`src/rtl/skin_tile_pkg.sv`:
```
package skin_tile_pkg;

   typedef enum logic {
      SEQ_IDLE = 1'b0,
      SEQ_WALK = 1'b1
   } seq_state_e;

   function automatic int unsigned bits_for(input int unsigned n);
      return (n < 2) ? 1 : $clog2(n);
   endfunction

   function automatic bit is_pow2(input int unsigned n);
      return (n != 0) && ((n & (n - 1)) == 0);
   endfunction

endpackage

```
`src/rtl/skin_chroma_window.sv`:
```
module skin_chroma_window #(
   parameter int CW = 8
) (
   input  logic [CW-1:0] cb,
   input  logic [CW-1:0] cr,
   input  logic [CW-1:0] cb_lo,
   input  logic [CW-1:0] cb_hi,
   input  logic [CW-1:0] cr_lo,
   input  logic [CW-1:0] cr_hi,
   output logic          hit
);
   logic cb_in;
   logic cr_in;

   // inclusive unsigned range tests, one per chroma axis
   assign cb_in = (cb >= cb_lo) && (cb <= cb_hi);
   assign cr_in = (cr >= cr_lo) && (cr <= cr_hi);
   assign hit   = cb_in & cr_in;

endmodule

```
`src/rtl/skin_tile_locator.sv`:
```
module skin_tile_locator #(
   parameter int PW    = 10,
   parameter int STEP  = 80,
   parameter int COUNT = 8,
   parameter int IW    = 3
) (
   input  logic [PW-1:0] pos,
   output logic [IW-1:0] idx
);
   // comparator ladder: one boundary test per tile edge, no divider
   logic [COUNT-1:0] past_edge;

   assign past_edge[0] = 1'b0;

   genvar k;
   generate
      for (k = 1; k < COUNT; k++) begin : g_edge
         assign past_edge[k] = (pos >= PW'(k * STEP));
      end
   endgenerate

   always_comb begin
      idx = '0;
      for (int e = 0; e < COUNT; e++) begin
         idx = idx + IW'(past_edge[e]);
      end
   end

endmodule

```
`src/rtl/skin_tile_counters.sv`:
```
module skin_tile_counters
   import skin_tile_pkg::*;
#(
   parameter int GRID_X = 8,
   parameter int GRID_Y = 8,
   parameter int CNTW   = 13,
   parameter int CB     = 3,
   parameter int RB     = 3,
   parameter int AW     = CB + RB
) (
   input  logic            clk,
   input  logic            rst_n,
   input  logic            px_valid,
   input  logic            px_sof,
   input  logic            px_eof,
   input  logic            px_skin,
   input  logic [AW-1:0]   px_tile,
   input  logic [CNTW-1:0] thresh,
   output logic            wr_en,
   output logic [AW-1:0]   wr_addr,
   output logic            wr_flag,
   output logic [CB-1:0]   wr_col,
   output logic [RB-1:0]   wr_row,
   output logic            wr_last,
   output logic            done
);
   localparam int            GRID_N  = GRID_X * GRID_Y;
   localparam logic [CNTW-1:0] CNT_MAX = {CNTW{1'b1}};
   localparam logic [AW-1:0]   LAST    = AW'(GRID_N - 1);

   logic [GRID_N-1:0][CNTW-1:0] cnt_vec;

   genvar g;
   generate
      for (g = 0; g < GRID_N; g++) begin : g_tile
         logic            mine;
         logic [CNTW-1:0] cnt_q;

         assign mine = px_skin && (px_tile == AW'(g));

         always_ff @(posedge clk or negedge rst_n) begin
            if (!rst_n) begin
               cnt_q <= '0;
            end else if (px_valid) begin
               if (px_sof) begin
                  cnt_q <= mine ? CNTW'(1) : '0;
               end else if (mine && (cnt_q != CNT_MAX)) begin
                  cnt_q <= cnt_q + 1'b1;
               end
            end
         end

         assign cnt_vec[g] = cnt_q;

         // a full counter stays full
         a_r6_no_wrap: assert property (@(posedge clk) disable iff (!rst_n)
            (px_valid && !px_sof && mine && (cnt_q == CNT_MAX)) |=> (cnt_q == CNT_MAX));

         // frame start wipes the count
         a_r5_sof_clear: assert property (@(posedge clk) disable iff (!rst_n)
            (px_valid && px_sof && !mine) |=> (cnt_q == '0));
      end
   endgenerate

   seq_state_e      state_q;
   logic [AW-1:0]   idx_q;
   logic [CNTW-1:0] thr_q;
   logic            done_q;

   always_ff @(posedge clk or negedge rst_n) begin
      if (!rst_n) begin
         state_q <= SEQ_IDLE;
         idx_q   <= '0;
         thr_q   <= '0;
         done_q  <= 1'b0;
      end else begin
         done_q <= 1'b0;
         unique case (state_q)
            SEQ_IDLE: begin
               if (px_valid && px_eof) begin
                  state_q <= SEQ_WALK;
                  idx_q   <= '0;
                  thr_q   <= thresh;
               end
            end
            SEQ_WALK: begin
               if (idx_q == LAST) begin
                  state_q <= SEQ_IDLE;
                  done_q  <= 1'b1;
               end else begin
                  idx_q <= idx_q + 1'b1;
               end
            end
            default: state_q <= SEQ_IDLE;
         endcase
      end
   end

   assign wr_en   = (state_q == SEQ_WALK);
   assign wr_addr = idx_q;
   assign wr_flag = (cnt_vec[idx_q] >= thr_q);
   assign wr_col  = idx_q[CB-1:0];
   assign wr_row  = idx_q[AW-1:CB];
   assign wr_last = wr_en && (idx_q == LAST);
   assign done    = done_q;

   // done lasts one cycle
   a_r7_done_single: assert property (@(posedge clk) disable iff (!rst_n)
      done |=> !done);

   // the walk advances one tile per clock
   a_r7_walk_step: assert property (@(posedge clk) disable iff (!rst_n)
      (wr_en && !wr_last) |=> (wr_en && (wr_addr == $past(wr_addr) + 1'b1)));

endmodule

```
`src/rtl/skin_flag_store.sv`:
```
module skin_flag_store #(
   parameter int GRID_N = 64,
   parameter int AW     = 6,
   parameter int EW     = 7
) (
   input  logic          clk,
   input  logic          rst_n,
   input  logic          wr_en,
   input  logic          wr_last,
   input  logic [AW-1:0] wr_addr,
   input  logic [EW-1:0] wr_entry,
   input  logic [AW-1:0] rd_addr,
   output logic [EW-1:0] rd_entry
);
   logic                           front_q;
   logic [1:0][GRID_N-1:0][EW-1:0] bank_vec;

   genvar b;
   generate
      for (b = 0; b < 2; b++) begin : g_bank
         logic [GRID_N-1:0][EW-1:0] mem_q;

         always_ff @(posedge clk or negedge rst_n) begin
            if (!rst_n) begin
               mem_q <= '0;
            end else if (wr_en && (front_q != 1'(b))) begin
               mem_q[wr_addr] <= wr_entry;
            end
         end

         assign bank_vec[b] = mem_q;
      end
   endgenerate

   always_ff @(posedge clk or negedge rst_n) begin
      if (!rst_n) begin
         front_q <= 1'b0;
      end else if (wr_en && wr_last) begin
         front_q <= ~front_q;
      end
   end

   assign rd_entry = bank_vec[front_q][rd_addr];

   // the reader's bank only changes by a swap
   a_r8_front_hold: assert property (@(posedge clk) disable iff (!rst_n)
      !(wr_en && wr_last) |=> $stable(front_q));

   a_r8_front_untouched: assert property (@(posedge clk) disable iff (!rst_n)
      (wr_en && !wr_last) |=> (bank_vec[front_q] == $past(bank_vec[front_q])));

endmodule

```
`src/rtl/skin_tile_map.sv`:
```
module skin_tile_map
   import skin_tile_pkg::*;
#(
   parameter int FRAME_W = 640,
   parameter int FRAME_H = 480,
   parameter int TILE_W  = 80,
   parameter int TILE_H  = 60,
   parameter int CW      = 8,
   parameter int CNTW    = 13,
   parameter int XW      = bits_for(FRAME_W),
   parameter int YW      = bits_for(FRAME_H),
   parameter int CB      = bits_for(FRAME_W / TILE_W),
   parameter int RB      = bits_for(FRAME_H / TILE_H),
   parameter int AW      = CB + RB
) (
   input  logic            clk,
   input  logic            rst_n,
   input  logic            pix_valid,
   input  logic [XW-1:0]   pix_x,
   input  logic [YW-1:0]   pix_y,
   input  logic            pix_eof,
   input  logic [CW-1:0]   pix_luma,
   input  logic [CW-1:0]   pix_cb,
   input  logic [CW-1:0]   pix_cr,
   input  logic [CW-1:0]   cb_lo,
   input  logic [CW-1:0]   cb_hi,
   input  logic [CW-1:0]   cr_lo,
   input  logic [CW-1:0]   cr_hi,
   input  logic [CNTW-1:0] hit_thresh,
   input  logic [AW-1:0]   rd_addr,
   output logic            rd_flag,
   output logic [CB-1:0]   rd_col,
   output logic [RB-1:0]   rd_row,
   output logic            pix_skin,
   output logic            wb_done
);
   localparam int GRID_X = FRAME_W / TILE_W;
   localparam int GRID_Y = FRAME_H / TILE_H;
   localparam int GRID_N = GRID_X * GRID_Y;
   localparam int EW     = 1 + RB + CB;

   generate
      if ((FRAME_W % TILE_W) != 0 || (FRAME_H % TILE_H) != 0) begin : g_bad_tiling
         $error("frame size must be a whole number of tiles");
      end
      if (!is_pow2(GRID_X) || !is_pow2(GRID_Y)) begin : g_bad_grid
         $error("tile grid sides must be powers of two");
      end
      if (GRID_X < 2 || GRID_Y < 2) begin : g_small_grid
         $error("tile grid needs at least two tiles per side");
      end
      if ((1 << CNTW) <= TILE_W * TILE_H) begin : g_narrow_cnt
         $error("counter too narrow for one tile");
      end
   endgenerate

   // luma is deliberately not part of the decision
   logic luma_unused;
   assign luma_unused = ^pix_luma;

   logic          hit;
   logic [CB-1:0] col;
   logic [RB-1:0] row;

   skin_chroma_window #(.CW(CW)) u_window (
      .cb(pix_cb), .cr(pix_cr),
      .cb_lo(cb_lo), .cb_hi(cb_hi), .cr_lo(cr_lo), .cr_hi(cr_hi),
      .hit(hit)
   );

   skin_tile_locator #(.PW(XW), .STEP(TILE_W), .COUNT(GRID_X), .IW(CB)) u_col (
      .pos(pix_x), .idx(col)
   );

   skin_tile_locator #(.PW(YW), .STEP(TILE_H), .COUNT(GRID_Y), .IW(RB)) u_row (
      .pos(pix_y), .idx(row)
   );

   logic          s1_valid;
   logic          s1_sof;
   logic          s1_eof;
   logic          s1_skin;
   logic [AW-1:0] s1_tile;

   always_ff @(posedge clk or negedge rst_n) begin
      if (!rst_n) begin
         s1_valid <= 1'b0;
         s1_sof   <= 1'b0;
         s1_eof   <= 1'b0;
         s1_skin  <= 1'b0;
         s1_tile  <= '0;
      end else begin
         s1_valid <= pix_valid;
         s1_sof   <= pix_valid && (pix_x == '0) && (pix_y == '0);
         s1_eof   <= pix_valid && pix_eof;
         s1_skin  <= pix_valid && hit;
         s1_tile  <= {row, col};
      end
   end

   assign pix_skin = s1_skin;

   logic          wr_en;
   logic          wr_last;
   logic          wr_flag;
   logic [AW-1:0] wr_addr;
   logic [CB-1:0] wr_col;
   logic [RB-1:0] wr_row;
   logic [EW-1:0] rd_entry;

   skin_tile_counters #(
      .GRID_X(GRID_X), .GRID_Y(GRID_Y), .CNTW(CNTW), .CB(CB), .RB(RB), .AW(AW)
   ) u_count (
      .clk(clk), .rst_n(rst_n),
      .px_valid(s1_valid), .px_sof(s1_sof), .px_eof(s1_eof),
      .px_skin(s1_skin), .px_tile(s1_tile), .thresh(hit_thresh),
      .wr_en(wr_en), .wr_addr(wr_addr), .wr_flag(wr_flag),
      .wr_col(wr_col), .wr_row(wr_row), .wr_last(wr_last), .done(wb_done)
   );

   skin_flag_store #(.GRID_N(GRID_N), .AW(AW), .EW(EW)) u_store (
      .clk(clk), .rst_n(rst_n),
      .wr_en(wr_en), .wr_last(wr_last), .wr_addr(wr_addr),
      .wr_entry({wr_flag, wr_row, wr_col}),
      .rd_addr(rd_addr), .rd_entry(rd_entry)
   );

   assign rd_flag = rd_entry[EW-1];
   assign rd_row  = rd_entry[CB +: RB];
   assign rd_col  = rd_entry[CB-1:0];

   // a detection is always preceded by a valid pixel
   a_r1_needs_valid: assert property (@(posedge clk) disable iff (!rst_n)
      pix_skin |-> $past(pix_valid));

   // completion only follows an active write walk
   a_r7_done_after_walk: assert property (@(posedge clk) disable iff (!rst_n)
      wb_done |-> $past(wr_en && wr_last));

endmodule

```
`config.mk`:
```
export PLATFORM = sky130hd
export DESIGN_NAME = skin_tile_map
export DESIGN_NICKNAME = d
export VERILOG_FILES = /design/src/rtl/skin_tile_pkg.sv /design/src/rtl/skin_chroma_window.sv /design/src/rtl/skin_tile_locator.sv /design/src/rtl/skin_tile_counters.sv /design/src/rtl/skin_flag_store.sv /design/src/rtl/skin_tile_map.sv
export SDC_FILE = /design/constraint.sdc
export NUM_CORES = 2
export LEC_CHECK = 0
export CAP_MARGIN = 10
export CORE_ASPECT_RATIO = 0.5
export CORE_UTILIZATION = 35
export CTS_CLUSTER_DIAMETER = 120
export CTS_CLUSTER_SIZE = 24
export DETAILED_ROUTE_END_ITERATION = 7
export DONT_BUFFER_PORTS = 1
export GPL_TIMING_DRIVEN = 0
export PLACE_DENSITY = 0.52
export SLEW_MARGIN = 40
export SYNTH_ARGS = -nofsm -noshare
export SYNTH_HDL_FRONTEND = slang
export SYNTH_SLANG_ARGS = --single-unit
```
`constraint.sdc`:
```
create_clock -name clk -period 5 [get_ports clk]
set_input_delay 0.75 -clock clk [delete_from_list [all_inputs] [get_ports clk]]
set_output_delay 0.75 -clock clk [all_outputs]
set_load 0.1 [all_outputs]
```
Yosys cells after proc, flatten, opt, wreduce, memory -nomap -nowiden
Index checks and enable logic that the tools add are counted.
- reductions and logical operators: 273
- $lt $le $gt $ge: 23
- eq/ne operators: 130
- bitwise operators: 3
- multiplexer cells: 210
- add/subtract/negate cells: 77
- operators with widths (operator ; number):
    $mux 13 ; 129
    $bwmux 448 ; 2
    $mux 448 ; 2
    $add 13x1->13 const B ; 64
    $ne 13x13->1 const B ; 64
    $eq 6x6->1 const B ; 33
    $logic_and 1x1->1 ; 140
    $reduce_and 2->1 ; 66
    $reduce_bool 2->1 ; 64
    $eq 6x5->1 const B ; 16
    $bmux 13 s6 ; 1
    $mux 1 ; 68
    $eq 6x4->1 const B ; 8
    $bmux 7 s6 ; 1
    $demux 7 s6 ; 1
    $add 3x1->3 ; 10
    $ge 10x9->1 const B ; 3
    $ge 9x9->1 const B ; 3
    $eq 6x3->1 const B ; 4
    $ge 10x8->1 const B ; 2
    $ge 9x8->1 const B ; 2
    $ge 8x8->1 ; 2
    $le 8x8->1 ; 2
    $lt 6x7->1 const B ; 2
    other kinds (22) ; 27
- logic and storage cells: 918
- bits in registers: 1760
- input bits: 98
- output and inout bits: 9

Longest topological paths before layout
- depth in word-level cells: 7
- gate-level depth with buffers: 19
- mapped depth without buffers: 13

Cells and area by module
Synthesis repeated with hierarchy kept, for this count alone.
- cell total of the unflattened synthesis: 7705
- area total of the unflattened synthesis: 92867.8 µm²
- by module, submodules not included (module ; area an instance (µm²) ; cells each ; seq. area each (µm²) ; instances):
    skin_tile_counters ; 50613.5 ; 5078 ; 21345.5 ; 1
    skin_flag_store ; 40772.9 ; 2463 ; 22446.5 ; 1
    skin_chroma_window ; 753.2 ; 101 ; 0.0 ; 1
    skin_tile_map ; 327.8 ; 20 ; 250.2 ; 1
    skin_tile_locator at u_row ; 217.7 ; 22 ; 0.0 ; 1
    skin_tile_locator at u_col ; 182.7 ; 21 ; 0.0 ; 1

Worst setup path after synthesis
No wires, ideal clock.
- kind: in2out
- start point: input port rd_addr[1]
- end point: output port rd_row[2]
- cell stages on the path: 9
- required time: 4.250 ns
- arrival: 3.696 ns
- setup slack: 0.554 ns
- buffers on the path: 4
- cell sequence: buf_2 buf_2 buf_2 buf_2 a211oi_1 a2111oi_0 a31oi_1 and3_1 o221ai_1
- cells in the longest elaborated chain, start to end: 2
- RTL lines (what ; line ; RTL):
    start: declaration ; skin_tile_map.sv:30 ; input logic [AW-1:0] rd_addr,
    $bmux 7 s6 ; skin_flag_store.sv:43 ; assign rd_entry = bank_vec[front_q][rd_addr];
    $mux 7 (implied by the code) ; skin_flag_store.sv:43 ;
    end: declaration ; skin_tile_map.sv:33 ; output logic [RB-1:0] rd_row,
No other way between the ends. The select of a mux whose other input is x is not followed.

Worst setup path after layout
- start point: register u_count.idx_q[1] (netlist: u_count.wr_addr[1])
- end point: register u_store.g_bank[1].mem_q, in the netlist u_store.bank_vec[811]
- cells in the longest elaborated chain, start to end: 5
- elaborated cells between the ends (all ways): 9
- those cells by class: order compare (3); mux (5); reduce/logical (1)
- RTL lines (what ; line ; RTL):
    start: declaration ; skin_tile_counters.sv:66 ; logic [AW-1:0] idx_q;
    start signal: assignment ; skin_tile_counters.sv:91 ; idx_q <= idx_q + 1'b1;
    parallel branches: the longest is 4 deep, another holds $ge 13x13->1 ; - ;
    $bwmux 448 * ; skin_flag_store.sv:27 ; mem_q[wr_addr] <= wr_entry;
    end signal: indexed assignment ; skin_flag_store.sv:27 ;
    end: declaration ; skin_flag_store.sv:21 ; logic [GRID_N-1:0][EW-1:0] mem_q;
Every way passes the cells marked *. The select of a mux whose other input is x is not followed.
A chain may end at the register's enable or synchronous reset.

==> flow_summary.json <==
{
  "maxCapViolations": 0,
  "vias_per_cell": 6.00,
  "syn_nets": 8298,
  "tightestPinTransition_ps": 1110,
  "worst_setup_path_end_kind": "flip-flop",
  "power.density_mw_per_mm2": 365,
  "drc_errors": 0,
  "initial_core_util_pct": 35.5,
  "cts-buffers-inserted": 84,
  "chipWidth_um": 712,
  "internal_power_uw": 21700,
  "wl_per_cell_um": 31.7,
  "maxSlewHeadroom_pct": 26.2,
  "drt.antenna.violating_nets": 0,
  "r2r-start": "u_count.wr_addr[1]$_DFFE_PN0P_",
  "tritoncts": "done",
  "worstHoldEndpoint": "s1_eof$_DFF_PN0_",
  "fin_ws_ps": -160,
  "clkPwrFrac_pct": 23.0,
  "insertion_delay_ps": 840,
  "grt_antenna_before_repair": 37,
  "rrSetupSlack_ps": -160,
  "crit_arrival_ps": 5810,
  "yosys.cell_types.count": 93,
  "hold_violations": 0,
  "netlist_area_mm2": 0.0883,
  "vias": 70022,
  "layout-drive-gt1-share_pct": 17.6,
  "num-nets-final": 8519,
  "p_sw_uw": 14400,
  "p_leak_uw": 0.0462,
  "path_cells": "buf_12, buf_4, inv_2, buf_12, buf_12, buf_6, buf_16, mux2i_4, o22ai_1, nor2_1, nand4_1, ha_2, a21o_1, a211o_1, a2111oi_4, a21oi_4, clkbuf_16, clkbuf_16, mux2_2",
  "synth_xor_area_share_pct": 6.66,
  "cts.reportedPaths.clkPinSlew_ps": 120,
  "critPathSlowestCell": "dfrtp_2",
  "drt_iter0_markers": 9496,
  "status": "complete, but fails checks",
  "final_cell_mix": "1756 x dfrtp_1, 966 x nor2_1, 578 x xor2_1",
  "violations": "setup timing",
  "grt_pass1_wl_um": 519000,
  "path_class": "flip-flop to flip-flop",
  "synth_fa_ha_area_share_pct": 1.78,
  "design_area_mm2": 0.0990,
  "async_flop_share_pct": 100,
  "wl_um": 370000,
  "fp.dieArea_mm2": 0.255,
  "dr.pass1.iters": 8,
  "yosys_warnings": 0,
  "start_kind": "flip-flop",
  "num_rows": 129,
  "core-area_mm2": 0.249,
  "ys_seq_area_share_pct": 49.9,
  "finalCritPeriodShare_pct": 103,
  "ctsLongestPathBuffers": 3,
  "slew_viol_final": 0,
  "worstHoldPathType": "primary input to flip-flop",
  "synth_cells": 8078,
  "cp.required_ps": 5650,
  "syn_to_final_growth_pct": 12.0,
  "sw_frac_of_total_pct": 39.8,
  "ir_worst_vdd_v": 0.000416,
  "layout_commonest_cell": "dfrtp_1",
  "synth-compound-area-share_pct": 9.84,
  "htreeDepth": 3,
  "min_period_ps": 5160,
  "grt_pass1_vias": 66356,
  "clock_skew_ps": 83.5,
  "synth-edff-count": 0,
  "routabilityCongestion": 1.04,
  "cts_root_buffer": "clkbuf_16",
  "dpl_cell_area_mm2": 0.0939,
  "io_buffers": 0,
  "track_usage_pct": 28.5,
  "synth_seq_cells": 1760,
  "r2r_cells": 19,
  "cts_sinks": 1760,
  "cpMostUsedCell": "buf_12",
  "grt_max_degree": 178,
  "r2r_end": "u_store.bank_vec[811]$_DFFE_PN0P_",
  "power.total_uw": 36100,
  "pwr-share-seq_pct": 41.9,
  "cp_max_fo": 10,
  "p_comb_share_pct": 35.2,
  "worst_hold_path.num_cells": 1,
  "min_from": "pix_eof",
  "synth_mux_area_share_pct": 10.3,
  "setup_viol": 121,
  "fp.dieH_um": 357,
  "ios": 107,
  "post-dp-hpwl_um": 267000,
  "synth_ff_type": "dfrtp_1",
  "critPathMaxStageDelay_ps": 510,
  "syn-mean-instance-area_um2": 10.9,
  "yosys.area_share.simple_pct": 18.6,
  "synth_top_family_by_area": "simple AND/OR/NAND/NOR gates",
  "grt_overflow": 0,
  "clock.fmax_mhz": 194
}
how the worst max path moves through the flow:
stage	start	endpoint	cells after the start
floorplan	rd_addr[1]	rd_row[2]	9
global placement	u_count.wr_addr[3]$_DFFE_PN0P_	u_store.bank_vec[615]$_DFFE_PN0P_	14
detailed placement	u_count.wr_addr[2]$_DFFE_PN0P_	u_store.bank_vec[832]$_DFFE_PN0P_	17
CTS	u_count.wr_addr[2]$_DFFE_PN0P_	u_store.bank_vec[475]$_DFFE_PN0P_	17
global route	u_count.wr_addr[1]$_DFFE_PN0P_	u_store.bank_vec[811]$_DFFE_PN0P_	19
finish	u_count.wr_addr[1]$_DFFE_PN0P_	u_store.bank_vec[811]$_DFFE_PN0P_	19
state kept, by name, summed over array words and instances (netlist names):
register / flops
pix_skin: 1
s1_eof: 1
s1_sof: 1
s1_tile: 6
s1_valid: 1
u_count.done: 1
u_count.g_tile.cnt_q: 832
u_count.thr_q: 13
u_count.wr_addr: 6
u_count.wr_en: 1
u_store.bank_vec: 896
u_store.front_q: 1
layout make-up:
| class | count | area (µm²) |
|---|---|---|
| fillers | 24237 | 150000 |
| clock buffers | 87 | 2120 |
| clock inverters | 10 | 220 |
| well taps | 3340 | 4180 |
| repair buffers | 139 | 1840 |
| multi-input cells | 5732 | 42700 |
| inverters | 154 | 582 |
| diodes | 27 | 67.6 |
| flip-flops and latches | 1760 | 44000 |
| plain buffers | 428 | 3190 |
cells in the mapped netlist, types with 17 or more instances:
| library cell | number | area share [%] |
|---|---|---|
| a22oi_1 | 134 | 1.1 |
| xor2_1 | 578 | 5.7 |
| a21oi_1 | 112 | 0.63 |
| a221oi_1 | 133 | 1.3 |
| nand2_1 | 466 | 2.0 |
| nor2_1 | 973 | 4.1 |
| nand4_1 | 244 | 1.7 |
| o221ai_1 | 20 | 0.20 |
| a22o_1 | 40 | 0.40 |
| and4_1 | 46 | 0.46 |
| o21ai_0 | 196 | 1.1 |
| a211oi_1 | 25 | 0.21 |
| nand3b_1 | 17 | 0.14 |
| dfrtp_1 | 1760 | 50 |
| and2_1 | 160 | 1.1 |
| o221a_2 | 56 | 0.71 |
| and3_1 | 187 | 1.3 |
| or3_1 | 35 | 0.25 |
| inv_1 | 154 | 0.65 |
| clkbuf_1 | 228 | 0.97 |
| nand3_1 | 176 | 1.0 |
| a41oi_1 | 61 | 0.60 |
| nor4_1 | 28 | 0.20 |
| buf_2 | 120 | 0.68 |
| xnor2_1 | 94 | 0.93 |
| ha_1 | 116 | 1.6 |
| nor3_1 | 65 | 0.37 |
| o2111ai_1 | 30 | 0.30 |
| mux2_2 | 163 | 2.1 |
| mux2i_1 | 167 | 1.9 |
| buf_4 | 33 | 0.28 |
| a31oi_1 | 37 | 0.26 |
| buf_6 | 17 | 0.22 |
| nor2b_1 | 305 | 2.2 |
| nand2b_1 | 90 | 0.64 |
| o211ai_1 | 80 | 0.68 |
| mux4_2 | 247 | 6.3 |
| buf_1 | 32 | 0.14 |
| o22ai_1 | 119 | 0.84 |
| or2_2 | 314 | 2.2 |
metal layers:
metal  part of all wire (%)  wire (µm)  global-route usage, %  vias to the layer above
met2                     41     153000                   40.9                     3854
met4                    5.8      21300                   13.8                        8
met3                     11      39900                   8.52                      989
met5                  0.061        225                  0.345                        -
met1                     42     156000                   39.3                    35884
li1                       -          -                      -                    29287
critical path: cells and delay by family (launching register included):
family                   cells  cell delay (ps)
buffers and inverters        9             1650
multiplexers                 2              710
AND/OR/NAND/NOR              2              570
AO/OA/AOI/OAI                5             1180
flip-flops                   1              510
adder cells (fa/ha/maj)      1              320
power by group through the flow:
stage | Clock, µW | Sequential (µW) | Combinational [µW]
global placement | 0 | 15400 | 8960
floorplan | 0 | 15200 | 3860
finish | 8300 | 15100 | 12700
detailed placement | 0 | 15400 | 9840
CTS | 8450 | 15100 | 11300
global route | 8890 | 15200 | 12300
cells by family (layout without fill, tap and decap cells):
logic type	Yosys count	in the layout
AND/OR/NAND/NOR	3182	3182
other	0	27
multiplexers	578	578
XOR/XNOR	672	672
adder cells (fa/ha/maj)	122	122
flip-flops	1760	1760
AO/OA/AOI/OAI	1178	1178
buffers and inverters	586	818
what timing repair did:
action,4_1_cts,5_1_grt
pin swaps,17,18
buffers inserted,38,31
gates cloned,1,2
resized for setup,342,58
hold buffers,2,1
endpoints found under the hold margin,107,91
endpoints found under the setup margin,131,129
stage by stage:
stage,util [%],std cells,setup slack [ps],TNS [ps],hold WS [ps]
2_1_floorplan,-,8078,554,0,426
3_3_place_gp,37.1,11418,-4080,-493600,444
3_5_place_dp,37.7,11475,-2800,-287820,447
4_1_cts,39.4,11609,-3.71,-8.04,30.3
5_1_grt,39.7,11653,-0.642,-0.642,46.3
6_report,39.7,11677,-160,-9980,65.5
(Power assumes the default switching activity.)
